File: config.mk
export PLATFORM = sky130hd
export DESIGN_NAME = pattern_phase_gen
export DESIGN_NICKNAME = d
export VERILOG_FILES = /design/src/rtl/ppg_pkg.sv /design/src/rtl/ppg_prescaler.sv /design/src/rtl/ppg_lane.sv /design/src/rtl/ppg_outmux.sv /design/src/rtl/pattern_phase_gen.sv
export SDC_FILE = /design/constraint.sdc
export NUM_CORES = 1
export LEC_CHECK = 0
export ABC_CLOCK_PERIOD_IN_PS = 7700
export BUFFER_PORTS_ARGS = -buffer_cell sky130_fd_sc_hd__buf_2
export CAP_MARGIN = 30
export CORE_ASPECT_RATIO = 1.5
export CORE_UTILIZATION = 60
export DETAILED_ROUTE_END_ITERATION = 10
export HOLD_SLACK_MARGIN = 0.05
export PLACE_DENSITY = 0.86
export REMOVE_ABC_BUFFERS = 1
export SKIP_CTS_REPAIR_TIMING = 1
export SKIP_LAST_GASP = 1
export SLEW_MARGIN = 5
export SYNTH_ARGS = -nofsm -noshare
export SYNTH_HDL_FRONTEND = slang
export SYNTH_HIERARCHICAL = 1
export SYNTH_SLANG_ARGS = --single-unit
File: constraint.sdc
create_clock -name clk -period 7.7 [get_ports clk]
set_clock_uncertainty 0.15 [all_clocks]
set_input_delay 0.77 -clock clk [delete_from_list [all_inputs] [get_ports clk]]
set_output_delay 0.77 -clock clk [all_outputs]
set_load 0.02 [all_outputs]
File: src/rtl/ppg_pkg.sv
package ppg_pkg;
  localparam int MODE_ROTR = 3;

  // effective loop length: at least 1, at most the lane width
  function automatic int unsigned clamp_len(int unsigned raw, int unsigned width);
    if (raw < 2) return 1;
    if (raw > width) return width;
    return raw;
  endfunction
endpackage

File: src/rtl/ppg_prescaler.sv
module ppg_prescaler #(
  parameter int DIV_W = 8
) (
  input  logic             clk,
  input  logic             rst,
  input  logic             restart,
  input  logic [DIV_W:0]   restart_span,
  input  logic [DIV_W-1:0] period_q,
  output logic             tick
);
  logic [DIV_W:0] cnt_q;

  assign tick = (cnt_q == '0);

  always_ff @(posedge clk) begin
    if (rst)          cnt_q <= '0;
    else if (restart) cnt_q <= restart_span;
    else if (tick)    cnt_q <= {1'b0, period_q};
    else              cnt_q <= cnt_q - 1'b1;
  end
endmodule

File: src/rtl/ppg_lane.sv
module ppg_lane #(
  parameter int W     = 12,
  parameter int LEN_W = 5
) (
  input  logic             clk,
  input  logic             rst,
  input  logic             load,
  input  logic [W-1:0]     load_val,
  input  logic             advance,
  input  logic [LEN_W-1:0] len_eff,
  output logic [W-1:0]     lane_q
);
  function automatic logic [W-1:0] rot_right(logic [W-1:0] v, logic [LEN_W-1:0] n);
    logic [W-1:0] r;
    int unsigned  nn;
    nn = int'(n);
    r  = v;
    for (int i = 0; i < W; i++) begin
      if (i + 1 < nn)       r[i] = v[i+1];
      else if (i + 1 == nn) r[i] = v[0];
    end
    return r;
  endfunction

  always_ff @(posedge clk) begin
    if (rst)          lane_q <= '0;
    else if (load)    lane_q <= load_val;
    else if (advance) lane_q <= rot_right(lane_q, len_eff);
  end
endmodule

File: src/rtl/ppg_outmux.sv
module ppg_outmux #(
  parameter int LANES = 4,
  parameter int SEL_W = 2
) (
  input  logic [LANES-1:0]       lane_lsb,
  input  logic [LANES*SEL_W-1:0] sel_q,
  input  logic [LANES-1:0]       en_q,
  output logic [LANES-1:0]       data_out
);
  for (genvar j = 0; j < LANES; j++) begin : g_out
    logic [SEL_W-1:0] pick;
    assign pick        = sel_q[j*SEL_W +: SEL_W];
    assign data_out[j] = en_q[j] & lane_lsb[pick];
  end
endmodule

File: src/rtl/pattern_phase_gen.sv
module pattern_phase_gen #(
  parameter int LANES  = 4,
  parameter int LANE_W = 12,
  parameter int WORD_W = 32,
  parameter int DIV_W  = 8,
  parameter int LEN_W  = 5,
  parameter int MODE_W = 3,
  localparam int SEL_W  = (LANES > 1) ? $clog2(LANES) : 1,
  localparam int NWORDS = (LANES + 1) / 2
) (
  input  logic                      clk,
  input  logic                      rst,
  input  logic                      cfg_load,
  input  logic [DIV_W-1:0]          div_period,
  input  logic [DIV_W-1:0]          div_offset,
  input  logic [LEN_W-1:0]          bit_len,
  input  logic [MODE_W-1:0]         mode,
  input  logic [NWORDS*WORD_W-1:0]  pat_words,
  input  logic [LANES*SEL_W-1:0]    out_sel,
  input  logic [LANES-1:0]          out_en,
  output logic [LANES-1:0]          data_out
);
  localparam int HALF = WORD_W / 2;

  logic [DIV_W-1:0]       period_q;
  logic [LEN_W-1:0]       len_q;
  logic [MODE_W-1:0]      mode_q;
  logic [LANES*SEL_W-1:0] sel_q;
  logic [LANES-1:0]       en_q;

  always_ff @(posedge clk) begin
    if (rst) begin
      period_q <= '0;
      len_q    <= '0;
      mode_q   <= '0;
      sel_q    <= '0;
      en_q     <= '0;
    end else if (cfg_load) begin
      period_q <= div_period;
      len_q    <= bit_len;
      mode_q   <= mode;
      sel_q    <= out_sel;
      en_q     <= out_en;
    end
  end

  // named internal events for the checker
  logic                    tick;
  logic                    rot_en;
  logic                    advance;
  logic [LEN_W-1:0]        len_eff;
  logic [DIV_W:0]          load_span;
  logic [LANES-1:0]        lane_lsb;
  logic [LANES*LANE_W-1:0] lanes_flat;

  assign rot_en    = (mode_q == MODE_W'(ppg_pkg::MODE_ROTR));
  assign advance   = tick & rot_en;
  assign len_eff   = LEN_W'(ppg_pkg::clamp_len(int'(len_q), LANE_W));
  assign load_span = {1'b0, div_offset} + {1'b0, div_period};

  ppg_prescaler #(.DIV_W(DIV_W)) u_div (
    .clk          (clk),
    .rst          (rst),
    .restart      (cfg_load),
    .restart_span (load_span),
    .period_q     (period_q),
    .tick         (tick)
  );

  for (genvar j = 0; j < LANES; j++) begin : g_lane
    logic [LANE_W-1:0] lane_q;
    ppg_lane #(.W(LANE_W), .LEN_W(LEN_W)) u_lane (
      .clk      (clk),
      .rst      (rst),
      .load     (cfg_load),
      .load_val (pat_words[(j/2)*WORD_W + (j%2)*HALF +: LANE_W]),
      .advance  (advance),
      .len_eff  (len_eff),
      .lane_q   (lane_q)
    );
    assign lane_lsb[j]                     = lane_q[0];
    assign lanes_flat[j*LANE_W +: LANE_W]  = lane_q;
  end

  ppg_outmux #(.LANES(LANES), .SEL_W(SEL_W)) u_mux (
    .lane_lsb (lane_lsb),
    .sel_q    (sel_q),
    .en_q     (en_q),
    .data_out (data_out)
  );
endmodule

==> results.md <==
* Crit path launch type: flop
* Clock Latency Late Sink at 330 ps
* Hold crit path type: reg2reg
* Reg area at 1702 um2
* Setup TNS at 0 ps
* Reg power frac at 41.9%
* Syn Std Cell Area at about 5400 um2
* Largest net degree at the start of global routing at 90
* Area delta synth->final at 13.67%
* Max IR drop VDD at 0.1298 mV
* CTS max path bufs at 2
* Fin crit share at 42.60%
* Die ar. at 9332 um2
* Share of layout cells above drive strength 1 at around 22%
* Combinational share of power at 21.9%
* Port-buffer cells at 90
* Synth Instances at about 630
* Fin worst setup slack at 4420 ps
* Sw Share at 28.66%
* Initial antenna violation count at 0
* Clock power share at a little over a third
* Mapped Avg Cell Area at 8.584 um2
* WL final at about 13 mm
* Status: finished clean
* Clock Pin Slew Worst Setup and Hold Paths at 60 ps
* Sequential area share after synthesis at roughly a third
* Starting Density at 62.63%
* Bufs and invs on worst path at 3
* Top_reg_cell synth: dfxtp_1
* Total CTS buffers at 9
* Clock root cell: clkbuf_16
* Critical Path Sink Type: flop
* Post-synth top cells: 85 x dfxtp_1, 79 x nor2_1, 61 x mux2i_1, 52 x nand2_1, 35 x a21oi_1
* Design area at between 6000 and 7000 um2
* Post-synth top area share at 31.72%
* Drt via density at 6.207
* Antenna Nets Post-Route at 0
* CP Data Arrival Time at 3350 ps
* Core Rows at 41
* CP max stage cell: or4_4
* NetSw at 0.0003401 W
* Flops & latches, synth at 85
* DRC at 0
* Nets at 816
* Die X at 79.21 um
* Yosys warnings at 6
* Top cells by area, synth: dfxtp_1 32%, mux2i_1 11%, nor2_1 5.5%
* Max FO, Critical Path at 29
* Cell family with most CP delay: simple AND/OR/NAND/NOR gates
* Int Pwr at 0.0008468 W
* RSZ-0062 raised after global routing: no
* First-pass GRT wire length at 21.82 mm
* EDFF count, synth at 0
* Final Critical Period at 3280 ps
* DP Area at about 5800 um2
* Core Area at about 8600 um2
* Max_cap viols at 0
* Distinct cells, synth at 75
* Pre-CTS setup slack at around 4500 ps
* Multi-input logic area at about 3400 um2
* Max incr delay on CP at 590 ps
* GR Overflow Total at 0
* Worst rel slew slack at 42.27%
* Async set-reset flop share out of synthesis at 0%
* Slew Viols, Final at 0
* Final setup fails at 0
* Sink Count at 85
* TritonCTS clock tree: done
* Critical Path RT at 7770 ps
* Fmax at 304.8 MHz
* Vias in the first global route at 4985
* I/O Pins at 107
* Cell area power density at 194.6 nW/um2
* Critical path type: reg2reg
* Dpl hpwl at 8.849 mm
* Tot GR Track Use at 28.86%
* H-Tree Depth at 3
* Initial DRC count at 372
* Critical path, cell by cell: or4_4 > or4_4 > inv_6 > and4b_1 > buf_4 > clkinv_1 > nor3_1 > mux2i_1 > o21ai_0
* Die Span Y at 117.8 um
* GPL Wtd Cong at 0.8959
* Most frequent cell after synthesis: dfxtp_1
* Hold Fails Final Rpt at 0
* Fill cell count at 661
* Slew @ Worst Pin at roughly 870 ps
* Leakage at 2.520 nW
* Pre-antenna DRT Iters at 7
* CP dominant cell by count: or4_4
* Vias at approximately 5100
* Ant. Diodes at 0
* DR WL/cell at 16.06 um
* Yosys top cell by area: dfxtp_1
## through the flow
stage                     hold WS, ps  total power, W  std cells  util, %
after floorplan                 273.3       0.0006767        597        -
after global placement          286.4       0.0007491        799    67.75
after detailed placement        301.3       0.0007604        799    67.75
after CTS                       310.0        0.001193        815    71.18
after global routing            334.2        0.001246        815    71.18
final                           311.2        0.001187        815    71.18
## per-layer routing
layer / up-vias / part of all wire [%] / global-route usage [%]
met2: 203 / 51 / 50.48
met5: - / 0 / 0
li1: 2455 / - / -
met3: 24 / 5.3 / 6.124
met4: 0 / 2.1 / 12.27
met1: 2377 / 41 / 33.11
## worst register-to-register path: cells and delay by family, from the launching register on
| kind | cells | cell delay, ps |
|---|---|---|
| simple gates | 4 | 1660 |
| mux | 1 | 220 |
| compound gates | 1 | 80 |
| buf+inv | 3 | 730 |
| flops | 1 | 330 |
## registers in the layout, indices dropped and copies added (netlist names)
register	flops
u_div/cnt_q	9
en_q	4
g_lane.u_lane/lane_q	48
mode_q	3
period_q	8
len_q	5
sel_q	8
## cells by family (layout without fill, tap and decap cells)
logic type | Yosys count | in the layout | share of synthesized area [%]
AND/OR/NAND/NOR | 216 | 216 | 19.94
AO/OA/AOI/OAI | 165 | 165 | 22.09
flip-flops | 85 | 85 | 31.72
multiplexers | 82 | 82 | 16.63
buffers and inverters | 57 | 128 | 5.620
adder cells (fa/ha/maj) | 10 | 10 | 2.472
XOR/XNOR | 9 | 9 | 1.469
other | 1 | 13 | 0.06990
## cells in the final DEF, fill, tap and decap left out, types with 11 or more instances in the layout
cell type | Yosys | layout
buf_2 | 9 | 89
dfxtp_1 | 85 | 85
nor2_1 | 79 | 78
mux2i_1 | 61 | 61
nand2_1 | 52 | 52
a21oi_1 | 35 | 35
o21ai_0 | 29 | 29
mux2_2 | 17 | 17
nor3_1 | 14 | 14
conb_1 | 1 | 13
inv_1 | 12 | 12
o31ai_1 | 11 | 11
## area by class of cell
class | count | area share, %
well taps | 107 | 2.195
repair buffers | 95 | 8.043
multi-input cells | 495 | 55.91
clock inverters | 4 | 0.7796
clock buffers | 12 | 4.042
flip-flops and latches | 85 | 27.90
inverters | 17 | 1.128
## power groups by stage
stage / clock network [W] / registers, W / logic, W
2_1_floorplan: 0 / 0.000499 / 0.000178
3_3_place_gp: 0 / 0.000504 / 0.000245
3_5_place_dp: 0 / 0.000506 / 0.000254
4_1_cts: 0.000439 / 0.000497 / 0.000256
5_1_grt: 0.000458 / 0.000502 / 0.000287
6_report: 0.000429 / 0.000498 / 0.000260
## worst paths after layout
kind                                    from                     endpoint  slack, ps  cells after the start
hold reg to reg   g_lane[2].u_lane/lane_q[1]   g_lane[2].u_lane/lane_q[1]        310                      2
setup / recovery              u_div/cnt_q[5]  g_lane[1].u_lane/lane_q[10]       4420                      9
hold / removal    g_lane[2].u_lane/lane_q[1]   g_lane[2].u_lane/lane_q[1]        310                      2
setup reg to reg              u_div/cnt_q[5]  g_lane[1].u_lane/lane_q[10]       4420                      9
Power figures use the tool's default switching activity.
